<file path="src/rtl/eis_pkg.sv">
package eis_pkg;
  typedef enum logic [1:0] {
    SNS_LOW  = 2'd0,
    SNS_FALL = 2'd1,
    SNS_RISE = 2'd2,
    SNS_BOTH = 2'd3
  } sense_e;

  localparam logic [7:0] OFS_STATUS = 8'h10;
  localparam logic [7:0] OFS_SENSE  = 8'h14;
endpackage

</file>
<file path="src/rtl/eis_pin_cell.sv">
module eis_pin_cell
  import eis_pkg::*;
(
  input  logic   clk,
  input  logic   rst_n,
  input  logic   pin,
  input  sense_e mode,
  input  logic   reload,
  input  logic   clr,
  output logic   stat
);
  logic hist_q;
  logic rise, fall, hit;

  assign rise = pin & ~hist_q;
  assign fall = ~pin & hist_q;

  always_comb begin
    case (mode)
      SNS_FALL: hit = fall;
      SNS_RISE: hit = rise;
      SNS_BOTH: hit = rise | fall;
      default:  hit = 1'b0;
    endcase
  end

  // history only runs in edge modes; a mode change reloads it
  always_ff @(posedge clk) begin
    if (!rst_n)                         hist_q <= 1'b0;
    else if (reload || mode != SNS_LOW) hist_q <= pin;
  end

  always_ff @(posedge clk) begin
    if (!rst_n)               stat <= 1'b0;
    else if (reload)          stat <= stat;
    else if (mode == SNS_LOW) stat <= ~pin;
    else if (hit)             stat <= 1'b1;
    else if (clr)             stat <= 1'b0;
  end

  // level mode tracks the inverted pin
  a_r3_level_tracks: assert property (@(posedge clk) disable iff (!rst_n)
    (mode == SNS_LOW && !reload) |=> (stat == !$past(pin)));
  // sticky without a clear
  a_r7_sticky: assert property (@(posedge clk) disable iff (!rst_n)
    (mode != SNS_LOW && !reload && stat && !clr) |=> stat);
  // clear honoured in edge modes when no edge arrives
  a_r7_clear: assert property (@(posedge clk) disable iff (!rst_n)
    (mode != SNS_LOW && !reload && clr && !hit) |=> !stat);
  // a new edge beats a clear
  a_r8_edge_wins: assert property (@(posedge clk) disable iff (!rst_n)
    (mode != SNS_LOW && !reload && hit && clr) |=> stat);
  // status holds while the mode is rewritten
  a_r9_hold_on_reload: assert property (@(posedge clk) disable iff (!rst_n)
    reload |=> (stat == $past(stat)));
endmodule

</file>
<file path="src/rtl/eis_reg_port.sv">
module eis_reg_port
  import eis_pkg::*;
#(
  parameter int NPINS  = 8,
  parameter int DATA_W = 32,
  parameter int ADDR_W = 8
) (
  input  logic               clk,
  input  logic               rst_n,
  input  logic               en,
  input  logic               we,
  input  logic [ADDR_W-1:0]  addr,
  input  logic [DATA_W-1:0]  wdata,
  input  logic [NPINS-1:0]   stat,
  output logic [2*NPINS-1:0] sense_q,
  output logic [NPINS-1:0]   reload,
  output logic [NPINS-1:0]   clr,
  output logic [DATA_W-1:0]  rdata
);
  localparam int SW = 2 * NPINS;

  logic sense_wr, stat_wr;
  logic [DATA_W-1:0] rd_next;
  logic unused_wdata;

  assign sense_wr = en & we & (addr == ADDR_W'(OFS_SENSE));
  assign stat_wr  = en & we & (addr == ADDR_W'(OFS_STATUS));
  assign unused_wdata = ^wdata[DATA_W-1:SW];

  always_ff @(posedge clk) begin
    if (!rst_n)        sense_q <= '0;
    else if (sense_wr) sense_q <= wdata[SW-1:0];
  end

  for (genvar n = 0; n < NPINS; n++) begin : g_pin_ctl
    assign reload[n] = sense_wr & (wdata[2*n+1:2*n] != sense_q[2*n+1:2*n]);
    assign clr[n]    = stat_wr & ~wdata[n];
  end

  always_comb begin
    rd_next = '0;
    if (addr == ADDR_W'(OFS_STATUS))     rd_next[NPINS-1:0] = stat;
    else if (addr == ADDR_W'(OFS_SENSE)) rd_next[SW-1:0]    = sense_q;
  end

  always_ff @(posedge clk) begin
    if (!rst_n)          rdata <= '0;
    else if (en && !we)  rdata <= rd_next;
  end

  // a sense write lands in the register on the next cycle
  a_r2_sense_write: assert property (@(posedge clk) disable iff (!rst_n)
    sense_wr |=> (sense_q == $past(wdata[SW-1:0])));
endmodule

</file>
<file path="src/rtl/ext_irq_sense.sv">
module ext_irq_sense
  import eis_pkg::*;
#(
  parameter int NPINS  = 8,
  parameter int DATA_W = 32,
  parameter int ADDR_W = 8
) (
  input  logic              clk,
  input  logic              rst_n,
  input  logic [NPINS-1:0]  pin_in,
  input  logic              reg_en,
  input  logic              reg_we,
  input  logic [ADDR_W-1:0] reg_addr,
  input  logic [DATA_W-1:0] reg_wdata,
  output logic [DATA_W-1:0] reg_rdata,
  output logic [NPINS-1:0]  irq_req
);
  logic [2*NPINS-1:0] sense_q;
  logic [NPINS-1:0]   reload, clr, stat;

  eis_reg_port #(.NPINS(NPINS), .DATA_W(DATA_W), .ADDR_W(ADDR_W)) u_regs (
    .clk(clk), .rst_n(rst_n), .en(reg_en), .we(reg_we), .addr(reg_addr),
    .wdata(reg_wdata), .stat(stat), .sense_q(sense_q), .reload(reload),
    .clr(clr), .rdata(reg_rdata)
  );

  for (genvar n = 0; n < NPINS; n++) begin : g_cell
    eis_pin_cell u_cell (
      .clk(clk), .rst_n(rst_n), .pin(pin_in[n]),
      .mode(sense_e'(sense_q[2*n+1:2*n])), .reload(reload[n]),
      .clr(clr[n]), .stat(stat[n])
    );
  end

  assign irq_req = stat;

  // requests are low in the cycle after reset
  a_r1_reset_quiet: assert property (@(posedge clk)
    !rst_n |=> (irq_req == '0));
endmodule

</file>
<file path="config.mk">
export PLATFORM = sky130hd
export DESIGN_NAME = ext_irq_sense
export DESIGN_NICKNAME = d
export VERILOG_FILES = /design/src/rtl/eis_pkg.sv /design/src/rtl/eis_pin_cell.sv /design/src/rtl/eis_reg_port.sv /design/src/rtl/ext_irq_sense.sv
export SDC_FILE = /design/constraint.sdc
export NUM_CORES = 1
export LEC_CHECK = 0
export CAP_MARGIN = 20
export CELL_PAD_IN_SITES_DETAIL_PLACEMENT = 0
export CELL_PAD_IN_SITES_GLOBAL_PLACEMENT = 1
export CORE_ASPECT_RATIO = 1.1
export CORE_MARGIN = 2
export CORE_UTILIZATION = 30
export DETAILED_ROUTE_END_ITERATION = 12
export PLACE_DENSITY_LB_ADDON = 0.1
export SKIP_CTS_REPAIR_TIMING = 1
export SYNTH_ARGS = -nofsm -noshare
export SYNTH_HDL_FRONTEND = slang
export SYNTH_SLANG_ARGS = --single-unit
</file>
<file path="constraint.sdc">
create_clock -name clk -period 2.27 [get_ports clk]
set_input_delay 0.681 -clock clk [delete_from_list [all_inputs] [get_ports clk]]
set_output_delay 0.681 -clock clk [all_outputs]
set_load 0.1 [all_outputs]
</file>
==> metrics.cfg <==
[status]
status = completed

[logic_synthesis]
syn-cell-area_sq_um = 2815
ys_top_cells_by_area = dfxtp_1 (34%), nand2_1 (7.5%), ha_1 (7.1%)
synth.distinct_cells = 36
synth_seq_area_share_pct = 34.13
syn_area_per_cell_sq_um = 8.454
ys_seq_elements = 48
synth_edf_count = 0
async_flop_share_pct = 0
synth_most_common_cell = nand2_1
synthTopCellsByCount = nand2_1 (56), dfxtp_1 (48), buf_4 (25)
ys.flop_type = dfxtp_1
yosysTopAreaCellShare_pct = 34.13
yosysTopAreaCell = dfxtp_1
yosys_warnings = 0
netlist_instances = 333

[route]
wl_um = 7227
drcViolationCount = 0
detail_route.wl_per_cell_um = 13.66
viasPerCell = 4.620
detail_route.first_pass.iterations = 4
detail-route-antenna-nets = 0
drt_iter0_markers = 99
via_count = 2444

[placed_design]
place_ws_ns = -0.4834
portBuffers = 59
hpwl_um = 5399
gp_congestion = 0.7260

[clock_tree]
clock_path_buffers = 2
cts.sinks = 48
insertion_delay_ns = 0.30
cts_max_level = 2
clkTransAtPathRegs_ns = 0.09
cts_tree = yes
root_buffer = clkbuf_8
cts_made_buffers = 5

[global_route]
busiest_layer = met2
antenna_found_initial = 1
grt_max_degree = 24
grt_pass1_vias = 2282
use_met3_pct = 3.503
grt_util_met1_pct = 20.52
grt_pass1_wl_um = 11630
grt-ovfl-total = 0
grt_use_met2_pct = 22.72
track_usage_pct = 14.74

[worst_setup_path]
worstSetupPathType = in2reg
crit_fanout = 4
end_kind = flip-flop
crit_path_start_kind = input pin
cp.required_ns = 2.49
critPathArrivalTime_ns = 2.33

[die]
start_util_pct = 30.41
die_area_sq_um = 10180
coreArea_sq_um = 9259
die_w_um = 96.36
die_h_um = 105.6
io_pins = 92
rows = 37

[sta]
finalCritPeriodShare_pct = 93.00
finalHoldViolations = 0
period_needed_ns = 2.111
hold_ws_ns = 0.4831
setup_violations = 0
rsz0062_at_grt = no
tns_ns = 0
layout_setup_ws_ns = 0.1588
max_freq_mhz = 473.7
drv_slew = 0
finalClockSkew_ns = 0.006310

[layout]
area_growth_pct = 33.02
antennaDiodeCount = 0
fin_util_pct = 40.45
drive_gt1_share_pct = 21.84
fin_nets = 479

[power_and_ir_drop]
leakage_nw = 1.615
p_per_area_nw_per_um2 = 516.3
ir_drop_uv = 247.1
total_power_mw = 1.934

[worst_hold_path]
hold_class = reg2reg

[job]
maxCapViolCount = 0

-- final cells by class --
type                            instances  area (sq um)
Timing Repair Buffer                   95         833.3
Multi-Input combinational cell        243          1615
Fill cell                             965          5514
Sequential cell                        48         960.9
Clock inverter                          2         38.79
Tap cell                              117         146.4
Inverter                               18         67.56
Clock buffer                            6         82.58
-- report_power, final --
part | internal [mW] | switching, mW | total [mW] | leakage, nW
sequential | 0.851 | 0.00875 | 0.860 | 0.389
combinational | 0.130 | 0.274 | 0.404 | 1.17
clock | 0.361 | 0.309 | 0.670 | 0.0614
-- through the flow --
stage               cell area, sq um  instances
floorplan                       2872        348
global placement                3580        521
detailed placement              3580        521
CTS                             3701        529
global route                    3745        529
finish                          3745        529
-- layer usage --
layer  vias to the layer above  wire length, um
met5                         -               10
met1                      1133             3494
met3                         9              354
li1                       1260                -
met4                         2               89
met2                        40             3280
-- registers in the layout, indices dropped and copies added, names as in the netlist --
signal and count:
g_cell.u_cell.hist_q 8, g_cell.u_cell.stat 8, u_regs.rdata 16, u_regs.sense_q 16
-- final timing paths --
check	startpoint	to	slack (ns)	cells after the start
worst max-delay path	reg_addr[0]	g_cell[4].u_cell.stat	0.16	6
worst min-delay path	g_cell[4].u_cell.hist_q	g_cell[4].u_cell.hist_q	0.48	2
worst max register to register	g_cell[0].u_cell.hist_q	g_cell[0].u_cell.stat	0.83	5
worst min register to register	g_cell[4].u_cell.hist_q	g_cell[4].u_cell.hist_q	0.48	2
-- cells in the final DEF (no fill, tap or decap), types with 6 or more instances in the layout --
cell type / instances
a211oi_1: 7
nor3b_1: 8
a21oi_1: 16
xnor2_1: 14
conb_1: 16
mux2_2: 8
buf_4: 56
o211ai_1: 7
nand2_1: 56
mux2i_1: 8
dlymetal6s2s_1: 7
ha_1: 16
nor2_1: 18
clkdlybuf4s50_1: 28
nand2b_1: 17
dfxtp_1: 48
clkbuf_8: 6
a22oi_1: 23
inv_1: 18
-- worst max-delay path, cell delays in order --
cell	delay, ns
dlymetal6s2s_1	0.12
or4_4	0.55
buf_6	0.15
or3_4	0.37
o21a_1	0.23
a221oi_2	0.23
-- logic make-up (layout without fill, tap and decap cells) --
kind of cell | after synthesis | in the layout | synth area share, %
AND/OR/NAND/NOR | 107 | 107 | 17.96
AO/OA/AOI/OAI | 72 | 72 | 18.58
buffers and inverters | 57 | 121 | 11.07
flip-flops | 48 | 48 | 34.13
adder cells (fa/ha/maj) | 16 | 16 | 7.111
XOR/XNOR | 16 | 16 | 4.978
multiplexers | 16 | 16 | 6.045
other | 1 | 16 | 0.1332
Note: power is estimated with default switching activity, not from simulation.
